[src/rtl/irqc_pkg.sv]
package irqc_pkg;
  typedef enum logic [1:0] {
    RA_PEND  = 2'd0,
    RA_MASK  = 2'd1,
    RA_FORCE = 2'd2,
    RA_CLEAR = 2'd3
  } reg_addr_e;
endpackage

[src/rtl/irqc_prio_pick.sv]
module irqc_prio_pick #(
  parameter int NLVL = 16,
  parameter int LW   = $clog2(NLVL)
) (
  input  logic [NLVL-1:0] vec,
  output logic            any,
  output logic [LW-1:0]   lvl
);
  // Ascending scan: the last hit is the highest level; bit 0 is never scanned.
  function automatic logic [LW:0] top_of(input logic [NLVL-1:0] v);
    logic [LW:0] r;
    r = '0;
    for (int i = 1; i < NLVL; i++)
      if (v[i]) r = {1'b1, LW'(i)};
    return r;
  endfunction

  logic [LW:0] pick_w;
  assign pick_w = top_of(vec);
  assign any    = pick_w[LW];
  assign lvl    = pick_w[LW-1:0];
endmodule

[src/rtl/irqc_level_regs.sv]
module irqc_level_regs
  import irqc_pkg::*;
#(
  parameter int              NLVL      = 16,
  parameter int              LW        = $clog2(NLVL),
  parameter logic [NLVL-1:0] MASK_RST  = 16'h3FFF
) (
  input  logic            clk,
  input  logic            rst_n,
  input  logic [NLVL-1:0] req_pulse,
  input  logic            test_mode,
  input  logic            reg_we,
  input  logic [1:0]      reg_addr,
  input  logic [NLVL-1:0] reg_wdata,
  output logic [NLVL-1:0] reg_rdata,
  input  logic            ack_valid,
  input  logic [LW-1:0]   ack_level,
  output logic [NLVL-1:0] pend_q,
  output logic [NLVL-1:0] force_q,
  output logic [NLVL-1:0] mask_q
);
  localparam logic [NLVL-1:0] ONE       = NLVL'(1);
  localparam logic [NLVL-1:0] LVL_KEEP  = ~ONE;
  localparam logic [NLVL-1:0] MASK_KEEP = LVL_KEEP & ~(ONE << (NLVL-1));

  reg_addr_e addr_w;
  assign addr_w = reg_addr_e'(reg_addr);

  // Named internal events
  logic [NLVL-1:0] ack_vec_w, pend_set_w, clr_vec_w, ack_pend_clr_w, ack_force_clr_w;
  logic            ack_hits_force_w, wr_mask_w, wr_force_w;

  assign ack_vec_w        = ack_valid ? ((ONE << ack_level) & LVL_KEEP) : '0;
  assign ack_hits_force_w = ack_valid && test_mode && force_q[ack_level];
  assign ack_force_clr_w  = ack_hits_force_w ? ack_vec_w : '0;
  assign ack_pend_clr_w   = ack_hits_force_w ? '0 : ack_vec_w;
  assign pend_set_w       = req_pulse & LVL_KEEP;
  assign clr_vec_w        = (reg_we && addr_w == RA_CLEAR) ? reg_wdata : '0;
  assign wr_mask_w        = reg_we && addr_w == RA_MASK;
  assign wr_force_w       = reg_we && addr_w == RA_FORCE;

  always_ff @(posedge clk) begin
    if (!rst_n) begin
      pend_q  <= '0;
      force_q <= '0;
      mask_q  <= MASK_RST;
    end else begin
      pend_q <= (pend_q & ~clr_vec_w & ~ack_pend_clr_w) | pend_set_w;
      if (wr_force_w) force_q <= reg_wdata & LVL_KEEP;
      else            force_q <= force_q & ~ack_force_clr_w;
      if (wr_mask_w)  mask_q  <= reg_wdata & MASK_KEEP;
    end
  end

  always_comb begin
    case (addr_w)
      RA_PEND:  reg_rdata = pend_q;
      RA_MASK:  reg_rdata = mask_q;
      RA_FORCE: reg_rdata = force_q;
      default:  reg_rdata = '0;
    endcase
  end

  AST_REQ_SETS_PEND: assert property (@(posedge clk) disable iff (!rst_n)
    (|pend_set_w) |=> ((pend_q & $past(pend_set_w)) == $past(pend_set_w)));
  AST_ACK_CLEARS_PEND: assert property (@(posedge clk) disable iff (!rst_n)
    (ack_valid && !(test_mode && force_q[ack_level]) && !req_pulse[ack_level])
      |=> !pend_q[$past(ack_level)]);
  AST_TEST_ACK_CLEARS_FORCE: assert property (@(posedge clk) disable iff (!rst_n)
    (ack_valid && test_mode && force_q[ack_level] && !wr_force_w)
      |=> !force_q[$past(ack_level)]);
  AST_TOP_UNMASKABLE: assert property (@(posedge clk) disable iff (!rst_n)
    wr_mask_w |=> !mask_q[NLVL-1]);
endmodule

[src/rtl/irqc_presenter.sv]
module irqc_presenter #(
  parameter int NLVL = 16,
  parameter int LW   = $clog2(NLVL)
) (
  input  logic            clk,
  input  logic            rst_n,
  input  logic [NLVL-1:0] active,
  input  logic            ack_valid,
  input  logic [LW-1:0]   ack_level,
  output logic            irq_valid,
  output logic [LW-1:0]   irq_level
);
  localparam logic [NLVL-1:0] ONE = NLVL'(1);

  logic [NLVL-1:0] posted_q, avail_w, post_set_w, post_clr_w;
  logic            pick_any_w;
  logic [LW-1:0]   pick_lvl_w;

  assign avail_w = active & ~posted_q;

  irqc_prio_pick #(.NLVL(NLVL), .LW(LW)) u_pick (
    .vec(avail_w), .any(pick_any_w), .lvl(pick_lvl_w)
  );

  assign post_set_w = pick_any_w ? (ONE << pick_lvl_w) : '0;
  assign post_clr_w = ack_valid  ? (ONE << ack_level)  : '0;

  always_ff @(posedge clk) begin
    if (!rst_n) begin
      posted_q  <= '0;
      irq_valid <= 1'b0;
      irq_level <= '0;
    end else begin
      posted_q  <= (posted_q | post_set_w) & ~post_clr_w;  // acknowledge wins
      irq_valid <= pick_any_w;
      irq_level <= pick_lvl_w;
    end
  end

  AST_NO_LEVEL_ZERO: assert property (@(posedge clk) disable iff (!rst_n)
    irq_valid |-> (irq_level != '0));
  AST_OFFER_WAS_AVAIL: assert property (@(posedge clk) disable iff (!rst_n)
    irq_valid |-> ((($past(avail_w) >> irq_level) & ONE) != '0));
  AST_OFFER_IS_HIGHEST: assert property (@(posedge clk) disable iff (!rst_n)
    irq_valid |-> ((($past(avail_w) >> irq_level) >> 1) == '0));
  AST_OFFER_ONCE: assert property (@(posedge clk) disable iff (!rst_n)
    (irq_valid && !ack_valid) |=> !(irq_valid && irq_level == $past(irq_level)));
endmodule

[src/rtl/irqc15_top.sv]
module irqc15_top #(
  parameter int              NLVL     = 16,
  parameter int              LW       = $clog2(NLVL),
  parameter logic [NLVL-1:0] MASK_RST = 16'h3FFF
) (
  input  logic            clk,
  input  logic            rst_n,
  input  logic [NLVL-1:0] req_pulse,
  input  logic            test_mode,
  input  logic            reg_we,
  input  logic [1:0]      reg_addr,
  input  logic [NLVL-1:0] reg_wdata,
  output logic [NLVL-1:0] reg_rdata,
  input  logic            ack_valid,
  input  logic [LW-1:0]   ack_level,
  output logic            irq_valid,
  output logic [LW-1:0]   irq_level
);
  logic [NLVL-1:0] pend_w, force_w, mask_w, active_w;

  irqc_level_regs #(.NLVL(NLVL), .LW(LW), .MASK_RST(MASK_RST)) u_regs (
    .clk(clk), .rst_n(rst_n), .req_pulse(req_pulse), .test_mode(test_mode),
    .reg_we(reg_we), .reg_addr(reg_addr), .reg_wdata(reg_wdata),
    .reg_rdata(reg_rdata), .ack_valid(ack_valid), .ack_level(ack_level),
    .pend_q(pend_w), .force_q(force_w), .mask_q(mask_w)
  );

  assign active_w = (pend_w | force_w) & ~mask_w & ~NLVL'(1);

  irqc_presenter #(.NLVL(NLVL), .LW(LW)) u_pres (
    .clk(clk), .rst_n(rst_n), .active(active_w),
    .ack_valid(ack_valid), .ack_level(ack_level),
    .irq_valid(irq_valid), .irq_level(irq_level)
  );

  AST_MASKED_NOT_OFFERED: assert property (@(posedge clk) disable iff (!rst_n)
    irq_valid |-> ((($past(mask_w) >> irq_level) & NLVL'(1)) == '0));
endmodule

[config.mk]
export PLATFORM = sky130hd
export DESIGN_NAME = irqc15_top
export DESIGN_NICKNAME = d
export VERILOG_FILES = /design/src/rtl/irqc_pkg.sv /design/src/rtl/irqc_prio_pick.sv /design/src/rtl/irqc_level_regs.sv /design/src/rtl/irqc_presenter.sv /design/src/rtl/irqc15_top.sv
export SDC_FILE = /design/constraint.sdc
export NUM_CORES = 1
export LEC_CHECK = 0
export ABC_AREA = 1
export BUFFER_PORTS_ARGS = -buffer_cell sky130_fd_sc_hd__buf_4
export CAP_MARGIN = 20
export CORE_ASPECT_RATIO = 1.1
export CORE_UTILIZATION = 40
export DETAILED_ROUTE_END_ITERATION = 12
export PLACE_DENSITY_LB_ADDON = 0.3
export SLEW_MARGIN = 15
export SYNTH_ARGS = -nofsm -noshare
export SYNTH_HDL_FRONTEND = slang
export SYNTH_HIERARCHICAL = 1
export SYNTH_SLANG_ARGS = --single-unit
[constraint.sdc]
create_clock -name clk -period 2 [get_ports clk]
set_input_delay 0.3 -clock clk [delete_from_list [all_inputs] [get_ports clk]]
set_output_delay 0.3 -clock clk [all_outputs]
set_load 0.05 [all_outputs]
; ---- Word-level counts from Yosys, hierarchy flattened
; Index checks and enable logic that the tools add are counted.
[totals]
regBits = 68
elab_cells = 61
input_bits = 43
output_inout_bits = 21
[op_classes]
shift = 2
n_eq_ne = 3
n_mux = 25
magnitude_cmp = 1
reduce_logical = 7
bitwise_logic = 16
[ops]
columns = operator, count
row1 = 16-bit 2-to-1 mux, 7
row2 = 16-bit AND, 6
row3 = 16-bit inverter, 5
row4 = 5-bit 2-to-1 mux, 15
row5 = 16-bit bitwise OR, 3
row6 = 16-bit one-hot mux with 3 select lines, 1
row7 = 1-bit by 4-bit left shift with 16-bit output (first input constant), 2
row8 = 15-bit inverter with 16-bit output, 1
row9 = 1-bit logical AND, 5
row10 = 4-bit by 5-bit less-than comparator with 1-bit output (second input constant), 1
row11 = 1-bit binary-select mux with 4-bit select, 1
row12 = 2-bit equality test (second input constant), 2
row13 = 2-bit by 1-bit equality test with 1-bit output (second input constant), 1
row14 = 2-bit zero test, 1
row15 = 2-bit OR reduction, 1
row16 = 1-bit 2-to-1 mux, 1
row17 = 1-bit inverter, 1

; ---- Logic depth before layout (Yosys ltp)
[logic_depth]
ltp_word = 22
mapped_depth = 24
ltp_nobuf = 24

; ---- Hierarchy
; Netlist, hierarchy kept.
[modules_own_cells]
columns = mod, n_inst, seq_area_each_um2, cells_per_inst, area_per_inst_um2
row1 = irqc_level_regs, 1, 920.9, 417, 2613.8
row2 = irqc_presenter, 1, 420.4, 177, 1058.5
row3 = irqc_prio_pick, 1, 0.0, 43, 178.9
row4 = irqc15_top, 1, 0.0, 31, 116.4

; ---- Worst setup path after synthesis
; Ideal clock, no wire load.
[synth_timing]
path_type = input-to-output
start = in reg_addr[1]
end = out reg_rdata[15]
cell_stages = 4
arrival_time_ns = 1.778
slack_ns = -0.078
path_buffers = 1
required_time_ns = 1.700
path_cell_list = nor2_1 inv_1 clkbuf_1 o21ai_0
[synth_via]
elab_chain_cells = 2
elab_cells_between_ends = 4
classes_between = eq/ne: 2 / mux: 1 / reduce/logical: 1
[synth_rtl]
columns = item, line
row1 = "start, declared", irqc15_top.sv:11  ; input logic [1:0] reg_addr,
row2 = 2-bit equality test (tied with other cells), irqc_level_regs.sv:56  ; case (addr_w)
row3 = 16-bit one-hot mux with 3 select lines *, irqc_level_regs.sv:56
row4 = "end, declared", irqc15_top.sv:13  ; output logic [NLVL-1:0] reg_rdata,
; Every way passes the cells marked *; elsewhere a longest branch is shown, timed or not.

; ---- Worst setup path after layout
[layout_timing]
start = reg u_regs.force_q[5]
end = reg u_pres.posted_q[9]
[layout_via]
elab_chain_cells = 18
[layout_rtl]
columns = item, line
row1 = "start, declared", irqc_level_regs.sv:19  ; output logic [NLVL-1:0] force_q,
row2 = "start signal, assigned", irqc_level_regs.sv:49  ; if (wr_force_w) force_q <= reg_wdata & LVL_KEEP;
row3 = "start signal, assigned", irqc_level_regs.sv:50  ; else force_q <= force_q & ~ack_force_clr_w;
row4 = 16-bit bitwise OR, irqc15_top.sv:28  ; assign active_w = (pend_w | force_w) & ~mask_w & ~NLVL'(1);
row5 = 16-bit AND, irqc15_top.sv:28
row6 = net active_w[5], irqc15_top.sv:19  ; logic [NLVL-1:0] pend_w, force_w, mask_w, active_w;
row7 = 16-bit AND, irqc_presenter.sv:19  ; assign avail_w = active & ~posted_q;
row8 = net u_pres.avail_w[5], irqc_presenter.sv:15  ; logic [NLVL-1:0] posted_q, avail_w, post_set_w, post_clr_w;
row9 = 5-bit 2-to-1 mux (11 in series), irqc_prio_pick.sv:14  ; if (v[i]) r = {1'b1, LW'(i)};
row10 = net u_pres.pick_lvl_w[1], irqc_presenter.sv:17  ; logic [LW-1:0] pick_lvl_w;
row11 = 1-bit by 4-bit left shift with 16-bit output, irqc_presenter.sv:25  ; assign post_set_w = pick_any_w ? (ONE << pick_lvl_w) : '0;
row12 = 16-bit 2-to-1 mux, irqc_presenter.sv:25
row13 = 16-bit bitwise OR, irqc_presenter.sv:34  ; posted_q <= (posted_q | post_set_w) & ~post_clr_w;
row14 = 16-bit AND, irqc_presenter.sv:34
row15 = "end signal, assigned", irqc_presenter.sv:34
row16 = "end, declared", irqc_presenter.sv:15
; The timed path passes the listed nets, and every way through them passes these cells.
; A chain may end at the register's enable or synchronous reset.

==> impl_metrics.env <==
export IMPL_violations="negative setup slack"
export IMPL_switching_share=0.344
export IMPL_p_comb_frac=0.259
export IMPL_wl_mm=11.3
export IMPL_wl_per_cell_um=13.3
export IMPL_placed_area_mm2=0.00454
export IMPL_syn_avg_cell_area_um2=5.94
export IMPL_grt_antenna_before_repair=0
export IMPL_area_growth_pct=23.2
export IMPL_gr_total_overflow=0
export IMPL_p_leak_nw=2.39
export IMPL_cp_start_kind="register"
export IMPL_intPower_w=0.00228
export IMPL_p_clk_frac=0.324
export IMPL_critical_path_cell_chain="nor2_1 > nor2_1 > inv_1 > nor2_2 > nor2_1 > o21ai_0 > nand3_1 > nand3_1 > nand3_1 > nand3_1 > nand3_4 > inv_1 > nand3_1 > nor2_1 > nor2_1 > nor2_1"
export IMPL_total_power_w=0.00347
export IMPL_hold_viol_final=0
export IMPL_worstSkewPairLatency_ns=0.35
export IMPL_grt_max_degree=32
export IMPL_drtIter0Drc=280
export IMPL_pwr_share_seq=0.417
export IMPL_viasPerCell=5.03
export IMPL_path_buf_inv=2
export IMPL_relSlewSlack=0.550
export IMPL_layout_common_cells="nand2_1 (185), inv_1 (111), nor2_1 (102), buf_4 (81), dfxtp_1 (62)"
export IMPL_synthCells=657
export IMPL_max_stage_delay_ns=0.34
export IMPL_clockBufferDepth=2
export IMPL_min_period_ns=2.00
export IMPL_hpwl_mm=8.31
export IMPL_grt_usage=0.235
export IMPL_drt_pre_antenna_iters=5
export IMPL_report_final_setup_viol=1
export IMPL_rsz0062_at_grt="yes"
export IMPL_postLayoutCellArea_mm2=0.00481
export IMPL_crit_fanout=7
export IMPL_power_density_mw_per_mm2=722
export IMPL_grt_pass1_vias=3978
export IMPL_synth_fp_nets=700
export IMPL_crit_slowest_cell="dfxtp_2"
export IMPL_maxCapViolCount=0
export IMPL_regToRegStartpoint="u_regs/force_q[5]"
export IMPL_outcome="complete, but fails checks"
export IMPL_cts_hold_repair_buffers=0
export IMPL_critPathKind="register to register"
export IMPL_timing_critical_path_arrival_ns=2.29
export IMPL_clock_skew_ns=0.00781
export IMPL_grt_pass1_wl_mm=18.3
export IMPL_numCtsBuffers=9
export IMPL_die_w_um=96.2
export IMPL_fin_setup_tns_ns=-0.000301
export IMPL_num_vias=4282
export IMPL_cp_end_kind="register"
export IMPL_die_area_mm2=0.0102
export IMPL_core_region_area_mm2=0.00940
export IMPL_holdCritPathClass="primary input to register"
export IMPL_clk_pin_slew_ns=0.08
export IMPL_antenna_left=0
export IMPL_rows=37
export IMPL_setup_worst_path_start="u_regs/force_q[5]"
export IMPL_drc=0
export IMPL_drive_gt1_frac=0.199
export IMPL_fin_crit_sh=1.00
export IMPL_initial_core_util=0.415
export IMPL_antenna_cells=0
export IMPL_yosys_warnings=6
export IMPL_p_sw_w=0.00120
export IMPL_cts_sinks=66
export IMPL_mostFrequentLayoutCell="nand2_1"
export IMPL_required_ns=2.29
export IMPL_setup_ws_ns=-0.000301
export IMPL_path_delay_family="simple AND/OR/NAND/NOR gates"
export IMPL_finalMaxSlewViolations=0
export IMPL_fmax_mhz=500
export IMPL_critPathMostFrequentCell="nor2_1"
export IMPL_synth_area_mm2=0.00390
export IMPL_die_h_um=106
export IMPL_worst_pin_slew_ns=0.674
export IMPL_fin_nets=772
export IMPL_place_gp_congestion=0.956
export IMPL_ioPinCount=64
export IMPL_port_buffers=62
export IMPL_irDropWorstVdd_mv=0.409
export IMPL_htree_levels=3
export IMPL_hp_start="reg_wdata[0]"
export IMPL_cts_root_buf="clkbuf_8"
export IMPL_cts_tree="yes"
[stage by stage]
step                       util  setup WS (ns)  hold WS (ns)  cells
after floorplan               -          0.203         0.376    657
after global placement    0.483        -0.0323         0.432    834
after detailed placement  0.483        -0.0984         0.440    834
after CTS                 0.505        0.00236         0.118    850
after global routing      0.512         -0.214         0.116    851
final                     0.512      -0.000301         0.134    851
[state kept, by name, summed over array words and instances (netlist names)]
name	flops
u_pres/posted_q	15
u_pres/irq_level	4
u_regs/mask_q	15
u_pres/irq_valid	1
u_regs/pend_q	16
u_regs/force_q	15
[worst register-to-register path, delay by kind of cell, from the launching register on]
| family | cells | cell delay (ns) |
|---|---|---|
| AO/OA/AOI/OAI | 1 | 0.08 |
| buffers and inverters | 2 | 0.18 |
| flip-flops | 1 | 0.34 |
| AND/OR/NAND/NOR | 13 | 1.34 |
[metal layers]
metal / part of all wire / track usage / vias to the layer above
met2: 0.49 / 0.393 / 145
met1: 0.43 / 0.290 / 1949
met3: 0.054 / 0.0512 / 22
met5: 0 / 0 / -
met4: 0.022 / 0.0885 / 0
li1: - / - / 2166
[timing repair]
| item | in CTS | in global routing |
|---|---|---|
| hold endpoints to repair | 0 | 0 |
| buffers inserted | 0 | 1 |
| endpoints found under the setup margin | 15 | 16 |
| pin swaps | 1 | 9 |
| gates resized for setup | 5 | 18 |
[power by group through the flow]
stage	registers, W	clock network (W)	logic (W)
global route	0.00146	0.00122	0.000985
global placement	0.00147	0	0.000841
finish	0.00145	0.00112	0.000898
detailed placement	0.00148	0	0.000853
floorplan	0.00152	0	0.000530
CTS	0.00145	0.00115	0.000859
[final timing paths]
check                        to  slack (ns)  cells after the start
max reg2reg  u_pres/posted_q[9]     -0.0003                     16
max          u_pres/posted_q[9]     -0.0003                     16
min reg2reg    u_regs/pend_q[0]        0.46                      2
min            u_regs/pend_q[0]        0.13                      2
[area by class of cell]
cell class                      instances  area, um^2
Tap cell                              117         146
Fill cell                             977        4590
Multi-Input combinational cell        452        2090
Clock inverter                          7        70.1
Sequential cell                        66        1330
Inverter                              119         449
Clock buffer                            9         124
Timing Repair Buffer                   81         608
(Power assumes the default switching activity.)
